[config.mk]
export PLATFORM = sky130hd
export DESIGN_NAME = pwm_shared_timer
export DESIGN_NICKNAME = d
export VERILOG_FILES = /design/src/rtl/pwmt_pkg.sv /design/src/rtl/pwmt_prescaler.sv /design/src/rtl/pwmt_counter.sv /design/src/rtl/pwmt_channel.sv /design/src/rtl/pwm_shared_timer.sv
export SDC_FILE = /design/constraint.sdc
export NUM_CORES = 1
export LEC_CHECK = 0
export BUFFER_PORTS_ARGS = -buffer_cell sky130_fd_sc_hd__buf_2
export CORE_AREA = 2 2 148 150
export DETAILED_ROUTE_END_ITERATION = 8
export DIE_AREA = 0 0 150 152
export GPL_ROUTABILITY_DRIVEN = 0
export PLACE_DENSITY = 0.79
export SETUP_SLACK_MARGIN = 0.4
export SKIP_LAST_GASP = 1
export SYNTH_ARGS = -nofsm -noshare
export SYNTH_HDL_FRONTEND = slang
export SYNTH_SLANG_ARGS = --single-unit
[constraint.sdc]
create_clock -name clk -period 2.71 [get_ports clk]
set_clock_uncertainty 0.15 [all_clocks]
set_input_delay 0.4065 -clock clk [delete_from_list [all_inputs] [get_ports clk]]
set_output_delay 0.4065 -clock clk [all_outputs]
set_load 0.02 [all_outputs]
[src/rtl/pwmt_pkg.sv]
package pwmt_pkg;
   localparam int unsigned CTRL_ADDR = 0;
   localparam int unsigned MOD_ADDR  = 1;
   localparam int unsigned CNT_ADDR  = 2;
   localparam int unsigned CH_BASE   = 4;
   localparam int unsigned PS_W      = 3;

   typedef struct packed {
      logic [1:0]      clk_mode;
      logic [PS_W-1:0] ps;
   } tmr_ctrl_t;

   typedef struct packed {
      logic       msb;
      logic       msa;
      logic [1:0] els;
   } ch_ctl_t;

   typedef enum logic [1:0] {
      EL_OFF  = 2'b00,
      EL_INV  = 2'b01,
      EL_NORM = 2'b10,
      EL_RSVD = 2'b11
   } edge_lvl_e;

   function automatic int unsigned addr_bits(int unsigned nch);
      return $clog2(CH_BASE + 2 * nch);
   endfunction
endpackage

[src/rtl/pwmt_prescaler.sv]
module pwmt_prescaler #(
   parameter int unsigned PSW = 3
) (
   input  logic           clk,
   input  logic           rst_n,
   input  logic           run,
   input  logic [PSW-1:0] ps,
   output logic           tick
);
   localparam int unsigned DW = (1 << PSW) - 1;

   logic [DW-1:0] div_q;
   logic [DW:0]   limit;

   always_comb begin
      limit = ({{DW{1'b0}}, 1'b1} << ps) - 1'b1;
      tick  = run && ({1'b0, div_q} >= limit);
   end

   always_ff @(posedge clk or negedge rst_n) begin
      if (!rst_n)      div_q <= '0;
      else if (!run)   div_q <= '0;
      else if (tick)   div_q <= '0;
      else             div_q <= div_q + 1'b1;
   end


   stop_clears_div_chk: assert property (@(posedge clk) disable iff (!rst_n)
      !run |=> div_q == '0);

   div_counts_up_chk: assert property (@(posedge clk) disable iff (!rst_n)
      run && !tick |=> div_q == $past(div_q) + 1'b1);
endmodule

[src/rtl/pwmt_counter.sv]
module pwmt_counter #(
   parameter int unsigned CW = 16
) (
   input  logic          clk,
   input  logic          rst_n,
   input  logic          run,
   input  logic          tick,
   input  logic          mod_wr,
   input  logic [CW-1:0] wdata,
   output logic [CW-1:0] cnt,
   output logic [CW-1:0] mod_act,
   output logic          period_start
);
   logic [CW-1:0] cnt_q, mod_buf_q, mod_act_q;

   assign period_start = tick && (cnt_q >= mod_act_q);
   assign cnt          = cnt_q;
   assign mod_act      = mod_act_q;

   always_ff @(posedge clk or negedge rst_n) begin
      if (!rst_n)            cnt_q <= '0;
      else if (period_start) cnt_q <= '0;
      else if (tick)         cnt_q <= cnt_q + CW'(1);
   end

   always_ff @(posedge clk or negedge rst_n) begin
      if (!rst_n) begin
         mod_buf_q <= '1;
         mod_act_q <= '1;
      end else begin
         if (mod_wr) mod_buf_q <= wdata;
         if (!run)              mod_act_q <= mod_wr ? wdata : mod_buf_q;
         else if (period_start) mod_act_q <= mod_buf_q;
      end
   end


   count_holds_chk: assert property (@(posedge clk) disable iff (!rst_n)
      !tick |=> $stable(cnt_q));

   count_step_chk: assert property (@(posedge clk) disable iff (!rst_n)
      tick && !period_start |=> cnt_q == $past(cnt_q) + CW'(1));

   count_wrap_chk: assert property (@(posedge clk) disable iff (!rst_n)
      period_start |=> cnt_q == '0);

   mod_immediate_chk: assert property (@(posedge clk) disable iff (!rst_n)
      !run && mod_wr |=> mod_act_q == $past(wdata));

   mod_buffered_chk: assert property (@(posedge clk) disable iff (!rst_n)
      run && !period_start |=> $stable(mod_act_q));
endmodule

[src/rtl/pwmt_channel.sv]
module pwmt_channel
   import pwmt_pkg::*;
#(
   parameter int unsigned CW      = 16,
   parameter bit          OUT_REG = 1'b1
) (
   input  logic          clk,
   input  logic          rst_n,
   input  logic          run,
   input  logic          period_start,
   input  logic [CW-1:0] cnt,
   input  logic          ctl_wr,
   input  logic          cmp_wr,
   input  logic [CW-1:0] wdata,
   output ch_ctl_t       ctl,
   output logic [CW-1:0] cmp_act,
   output logic          pwm
);
   ch_ctl_t       ctl_q;
   logic [CW-1:0] cmp_buf_q, cmp_act_q;
   logic          below, lvl;

   assign ctl     = ctl_q;
   assign cmp_act = cmp_act_q;

   always_ff @(posedge clk or negedge rst_n) begin
      if (!rst_n) begin
         ctl_q     <= ch_ctl_t'(4'b0000);
         cmp_buf_q <= '0;
         cmp_act_q <= '0;
      end else begin
         if (ctl_wr) ctl_q     <= ch_ctl_t'(wdata[3:0]);
         if (cmp_wr) cmp_buf_q <= wdata;
         if (!run)              cmp_act_q <= cmp_wr ? wdata : cmp_buf_q;
         else if (period_start) cmp_act_q <= cmp_buf_q;
      end
   end

   always_comb begin
      below = cnt < cmp_act_q;
      lvl   = 1'b0;
      if (ctl_q.msb) begin
         case (edge_lvl_e'(ctl_q.els))
            EL_NORM: lvl = below;
            EL_INV:  lvl = !below;
            default: lvl = 1'b0;
         endcase
      end
   end

   generate
      if (OUT_REG) begin : g_out_reg
         logic pwm_q;
         always_ff @(posedge clk or negedge rst_n) begin
            if (!rst_n) pwm_q <= 1'b0;
            else        pwm_q <= lvl;
         end
         assign pwm = pwm_q;


         off_low_chk: assert property (@(posedge clk) disable iff (!rst_n)
            ctl_q == ch_ctl_t'(4'b0000) |=> !pwm);

         zero_duty_chk: assert property (@(posedge clk) disable iff (!rst_n)
            ctl_q.msb && ctl_q.els == 2'b10 && cmp_act_q == '0 |=> !pwm);
      end else begin : g_out_comb
         assign pwm = lvl;
      end
   endgenerate


   cmp_buffered_chk: assert property (@(posedge clk) disable iff (!rst_n)
      run && !period_start |=> $stable(cmp_act_q));
endmodule

[src/rtl/pwm_shared_timer.sv]
module pwm_shared_timer
   import pwmt_pkg::*;
#(
   parameter int unsigned NCH     = 4,
   parameter int unsigned CW      = 16,
   parameter bit          OUT_REG = 1'b1,
   parameter int unsigned AW      = pwmt_pkg::addr_bits(NCH)
) (
   input  logic           clk,
   input  logic           rst_n,
   input  logic [AW-1:0]  bus_addr,
   input  logic           bus_wr,
   input  logic [CW-1:0]  bus_wdata,
   output logic [CW-1:0]  bus_rdata,
   output logic [NCH-1:0] pwm_out
);
   localparam int unsigned CTRL_W = $bits(tmr_ctrl_t);

   generate
      if (NCH < 1) begin : g_nch_bad
         $error("pwm_shared_timer: NCH must be at least 1");
      end
      if (CW < 8) begin : g_cw_bad
         $error("pwm_shared_timer: CW must be at least 8");
      end
      if (AW < pwmt_pkg::addr_bits(NCH)) begin : g_aw_bad
         $error("pwm_shared_timer: AW too small for channel count");
      end
   endgenerate

   tmr_ctrl_t              ctrl_q;
   logic                   run, tick, period_start;
   logic [CW-1:0]          cnt, mod_act;
   logic [NCH-1:0][CW-1:0] ch_cmp;
   ch_ctl_t [NCH-1:0]      ch_ctl;

   assign run = ctrl_q.clk_mode != 2'b00;

   always_ff @(posedge clk or negedge rst_n) begin
      if (!rst_n)
         ctrl_q <= tmr_ctrl_t'('0);
      else if (bus_wr && bus_addr == AW'(CTRL_ADDR))
         ctrl_q <= tmr_ctrl_t'(bus_wdata[CTRL_W-1:0]);
   end

   pwmt_prescaler #(.PSW(PS_W)) u_psc (
      .clk  (clk),
      .rst_n(rst_n),
      .run  (run),
      .ps   (ctrl_q.ps),
      .tick (tick)
   );

   pwmt_counter #(.CW(CW)) u_cnt (
      .clk         (clk),
      .rst_n       (rst_n),
      .run         (run),
      .tick        (tick),
      .mod_wr      (bus_wr && bus_addr == AW'(MOD_ADDR)),
      .wdata       (bus_wdata),
      .cnt         (cnt),
      .mod_act     (mod_act),
      .period_start(period_start)
   );

   generate
      for (genvar i = 0; i < NCH; i++) begin : g_ch
         pwmt_channel #(.CW(CW), .OUT_REG(OUT_REG)) u_ch (
            .clk         (clk),
            .rst_n       (rst_n),
            .run         (run),
            .period_start(period_start),
            .cnt         (cnt),
            .ctl_wr      (bus_wr && bus_addr == AW'(CH_BASE + 2 * i)),
            .cmp_wr      (bus_wr && bus_addr == AW'(CH_BASE + 2 * i + 1)),
            .wdata       (bus_wdata),
            .ctl         (ch_ctl[i]),
            .cmp_act     (ch_cmp[i]),
            .pwm         (pwm_out[i])
         );
      end
   endgenerate

   always_comb begin
      bus_rdata = '0;
      if (bus_addr == AW'(CTRL_ADDR)) bus_rdata[CTRL_W-1:0] = ctrl_q;
      if (bus_addr == AW'(MOD_ADDR))  bus_rdata = mod_act;
      if (bus_addr == AW'(CNT_ADDR))  bus_rdata = cnt;
      for (int i = 0; i < NCH; i++) begin
         if (bus_addr == AW'(CH_BASE + 2 * i))     bus_rdata = CW'(ch_ctl[i]);
         if (bus_addr == AW'(CH_BASE + 2 * i + 1)) bus_rdata = ch_cmp[i];
      end
   end


   ctrl_write_chk: assert property (@(posedge clk) disable iff (!rst_n)
      bus_wr && bus_addr == AW'(CTRL_ADDR) |=> ctrl_q == $past(bus_wdata[CTRL_W-1:0]));

   wrap_only_running_chk: assert property (@(posedge clk) disable iff (!rst_n)
      period_start |-> run);
endmodule

==> results_dict.tcl <==
set metrics [dict create \
    cts_buffers 24 \
    syn_to_final_growth_pct 27.95 \
    die_width_um 150 \
    clock_path_buffers 3 \
    grt_pass1_vias 10610 \
    maxSlewHeadroom_pct 39.71 \
    vias_per_cell 6.802 \
    synth_area_sq_um 11860 \
    start_util_pct 55.54 \
    slew_violations 0 \
    power.density_nw_per_um2 949.0 \
    coreArea_sq_um 21350 \
    worstSetupPathType "reg -> reg" \
    layout.nets 1359 \
    tightest_slew_ns 0.8950 \
    ant_nets 0 \
    hold_viol_final 0 \
    vdd_drop_max_mv 0.5016 \
    post_drt_wl_per_cell_um 26.16 \
    overflow 0 \
    hpwl_um 23980 \
    syn-instance-count 1114 \
    arrival_ns 3.44 \
    synthFlopType "dfrtp_1" \
    fmax_mhz 313.8 \
    grt_start_max_net_pins 74 \
    rows 54 \
    synth_cell_types 62 \
    yosysTopAreaCell "dfrtp_1" \
    drive_gt1_share_pct 39.01 \
    antennaDiodeCount 0 \
    yosysTopAreaCellShare_pct 37.14 \
    setup_slack_ns -0.4764 \
    violations "setup timing" \
    rsz0062_at_grt "true" \
    tritoncts "yes" \
    fin_crit_ns 3.186 \
    firstDrtPassIters 6 \
    fin_crit_sh_pct 117.6 \
    root_buffer "clkbuf_16" \
    antenna_found_initial 0 \
    clk_latency_ns 0.53 \
    status "complete, but fails checks" \
    io_pins 43 \
    place_area_sq_um 12990 \
    cp-end-kind "flip-flop" \
    dieArea_sq_um 22800 \
    grtUsageTotal_pct 32.90 \
    worstPathMaxFanout 16 \
    setup_violations 96 \
    route.detailed.drc 0 \
    port_buffers 42 \
    drt_wl_total_um 40530 \
    synth-edff-count 0 \
    start_kind "flip-flop" \
    synth_area_leaders "dfrtp_1, mux2_2, ha_1" \
    cts.sinks 208 \
    ys_seq_elements 208 \
    die_y_um 152 \
    min_path_type "in -> reg" \
    clkTransAtPathRegs_ns 0.06 \
    drt_iter0_drc 1357 \
    grt_pass1_wl_um 58750 \
    total_power_mw 14.40 \
    ys_warn_count 0 \
    dp.cells 1466 \
    yosysSeqAreaShare_pct 44.23 \
    vias 10536 \
    htree_levels 1 \
    required_ns 2.96 \
    stdcell_count 1549 \
    maxCapViolCount 0 \
    syn-mean-instance-area_sq_um 10.65 \
    post-place-ws_ns -0.2773 \
    synth_nets 1222 \
    power_leakage_nw 6.702 \
    synthArstFlopShare_pct 100.0 \
    fin_area_sq_um 15170 \
]
## metal layers
metal	part of all wire, %	track usage, %	up-vias	wire, um
met5	0	0	-	0
met4	7.5	16.58	0	3042
met3	10	6.907	240	4056
met2	45	51.51	684	18150
met1	38	43.23	5198	15280
li1	-	-	4414	-
## flip-flops by register name, indices dropped and copies added (netlist names)
signal,cells
g_ch.u_ch.pwm,4
u_cnt.mod_buf_q,16
u_psc.div_q,7
u_cnt.cnt,16
u_cnt.mod_act,16
g_ch.u_ch.ctl,16
g_ch.u_ch.cmp_act,64
g_ch.u_ch.cmp_buf_q,64
ctrl_q,5
## through the flow
stage	hold WS, ns	util (%)	TNS [ns]
floorplan	-0.03909	-	-4.872
global placement	0.3151	60.83	-6.451
detailed placement	0.3263	60.83	-10.52
CTS	0.05410	68.23	-6.936
global route	0.06469	71.07	-55.72
finish	0.06807	71.07	-30.40
## worst max-delay path, stage by stage, from the launching register on
cell and delay [ns]:
dfstp_2 0.52, inv_1 0.05, ha_1 0.32, a21oi_1 0.20, o21ai_0 0.36, a221oi_4 0.41
o21a_4 0.25, buf_12 0.13, a21boi_4 0.10, buf_12 0.19, o221ai_2 0.36
## kinds of logic (layout without fill, tap and decap cells)
kind of cell	count (synthesis)	count (layout)	synth area share (%)
AOI/OAI and AO/OA	297	297	18.37
and+or+nand+nor	230	230	10.00
DFF	208	208	44.23
buffers and inverters	158	313	5.929
muxes	131	131	12.13
adders and majority gates	85	85	8.968
xor gates and xnor gates	5	5	0.3693
## worst paths after layout
| path | startpoint | end | slack, ns | depth (start not counted) |
|---|---|---|---|---|
| max | u_cnt.mod_act[13] | u_cnt.mod_act[10] | -0.48 | 10 |
| min | bus_wdata[13] | g_ch[2].u_ch.cmp_buf_q[13] | 0.07 | 2 |
| max in group asynchronous | rst_n | u_cnt.mod_act[12] | 1.25 | 3 |
| min reg2reg | u_psc.div_q[0] | u_psc.div_q[0] | 0.34 | 1 |
| max reg2reg | u_cnt.mod_act[13] | u_cnt.mod_act[10] | -0.48 | 10 |
| min in group asynchronous | rst_n | g_ch[0].u_ch.cmp_buf_q[2] | 0.31 | 2 |
## final cells by class
cell class / count / area [sq um]
Clock buffer: 35 / 693.2
Fill cell: 1367 / 6177
Multi-Input combinational cell: 748 / 6635
Sequential cell: 208 / 5248
Timing Repair Buffer: 180 / 1829
Inverter: 89 / 341.6
Clock inverter: 9 / 76.32
Tap cell: 280 / 350.3
## where the power goes
part           leakage, nW  total, mW  internal, mW  switching, mW
combinational         3.81       6.10          2.92           3.19
sequential            2.52       5.08          4.24          0.837
clock                0.380       3.21          1.87           1.35
## placed cells by master, fill, tap and decap left out, types with 14 or more instances in the layout
master     netlist  final
dfrtp_1        176    174
buf_4            9    102
mux2_2         101    101
inv_1           89     80
ha_1            85     73
nand2_1         65     59
o21ai_0         69     34
nor2_1          35     32
dfstp_2         32     32
a21oi_1         41     31
mux2i_1         29     28
or3_1           28     27
o21ai_1          1     27
clkbuf_16        0     27
o221a_2         27     26
buf_2           19     22
buf_6            7     21
buf_12           0     21
nand3_1         18     18
a22oi_1         15     15
and2_1          15     15
o221ai_2         0     14
a221o_1         14     14
## cell usage after synthesis, drive strengths merged (2+ instances only)
library cell  number
a32oi             14
a2111oi            5
a211oi             3
nor2              41
nand3b             9
a21boi             4
and2              15
a21o              10
mux2i             29
nand2             65
a21oi             41
o221a             27
dfstp             32
dfrtp            176
o22ai             11
nand2b             4
or2                2
a2bb2oi            9
ha                85
nor3               7
a221o             14
o2bb2ai            2
or3               28
buf               38
clkbuf            31
nand3             18
a22oi             15
nor4               8
inv               89
o221ai            21
a31oi             20
mux2             102
o21ai             72
a221oi             6
xnor2              3
o21a               6
a22o               8
or4                6
nand4             11
nor2b              9
o211ai             5
o21bai             2
and3               4
xor2               2
## repair_timing
| action | CTS | global route |
|---|---|---|
| setup endpoints to repair | 121 | 123 |
| gates cloned | 6 | 2 |
| pin swaps | 45 | 31 |
| gates resized for setup | 114 | 107 |
| hold buffers | 1 | 0 |
| setup buffers | 20 | 10 |
| endpoints found under the hold margin | 52 | 0 |
Power figures use the tool's default switching activity.
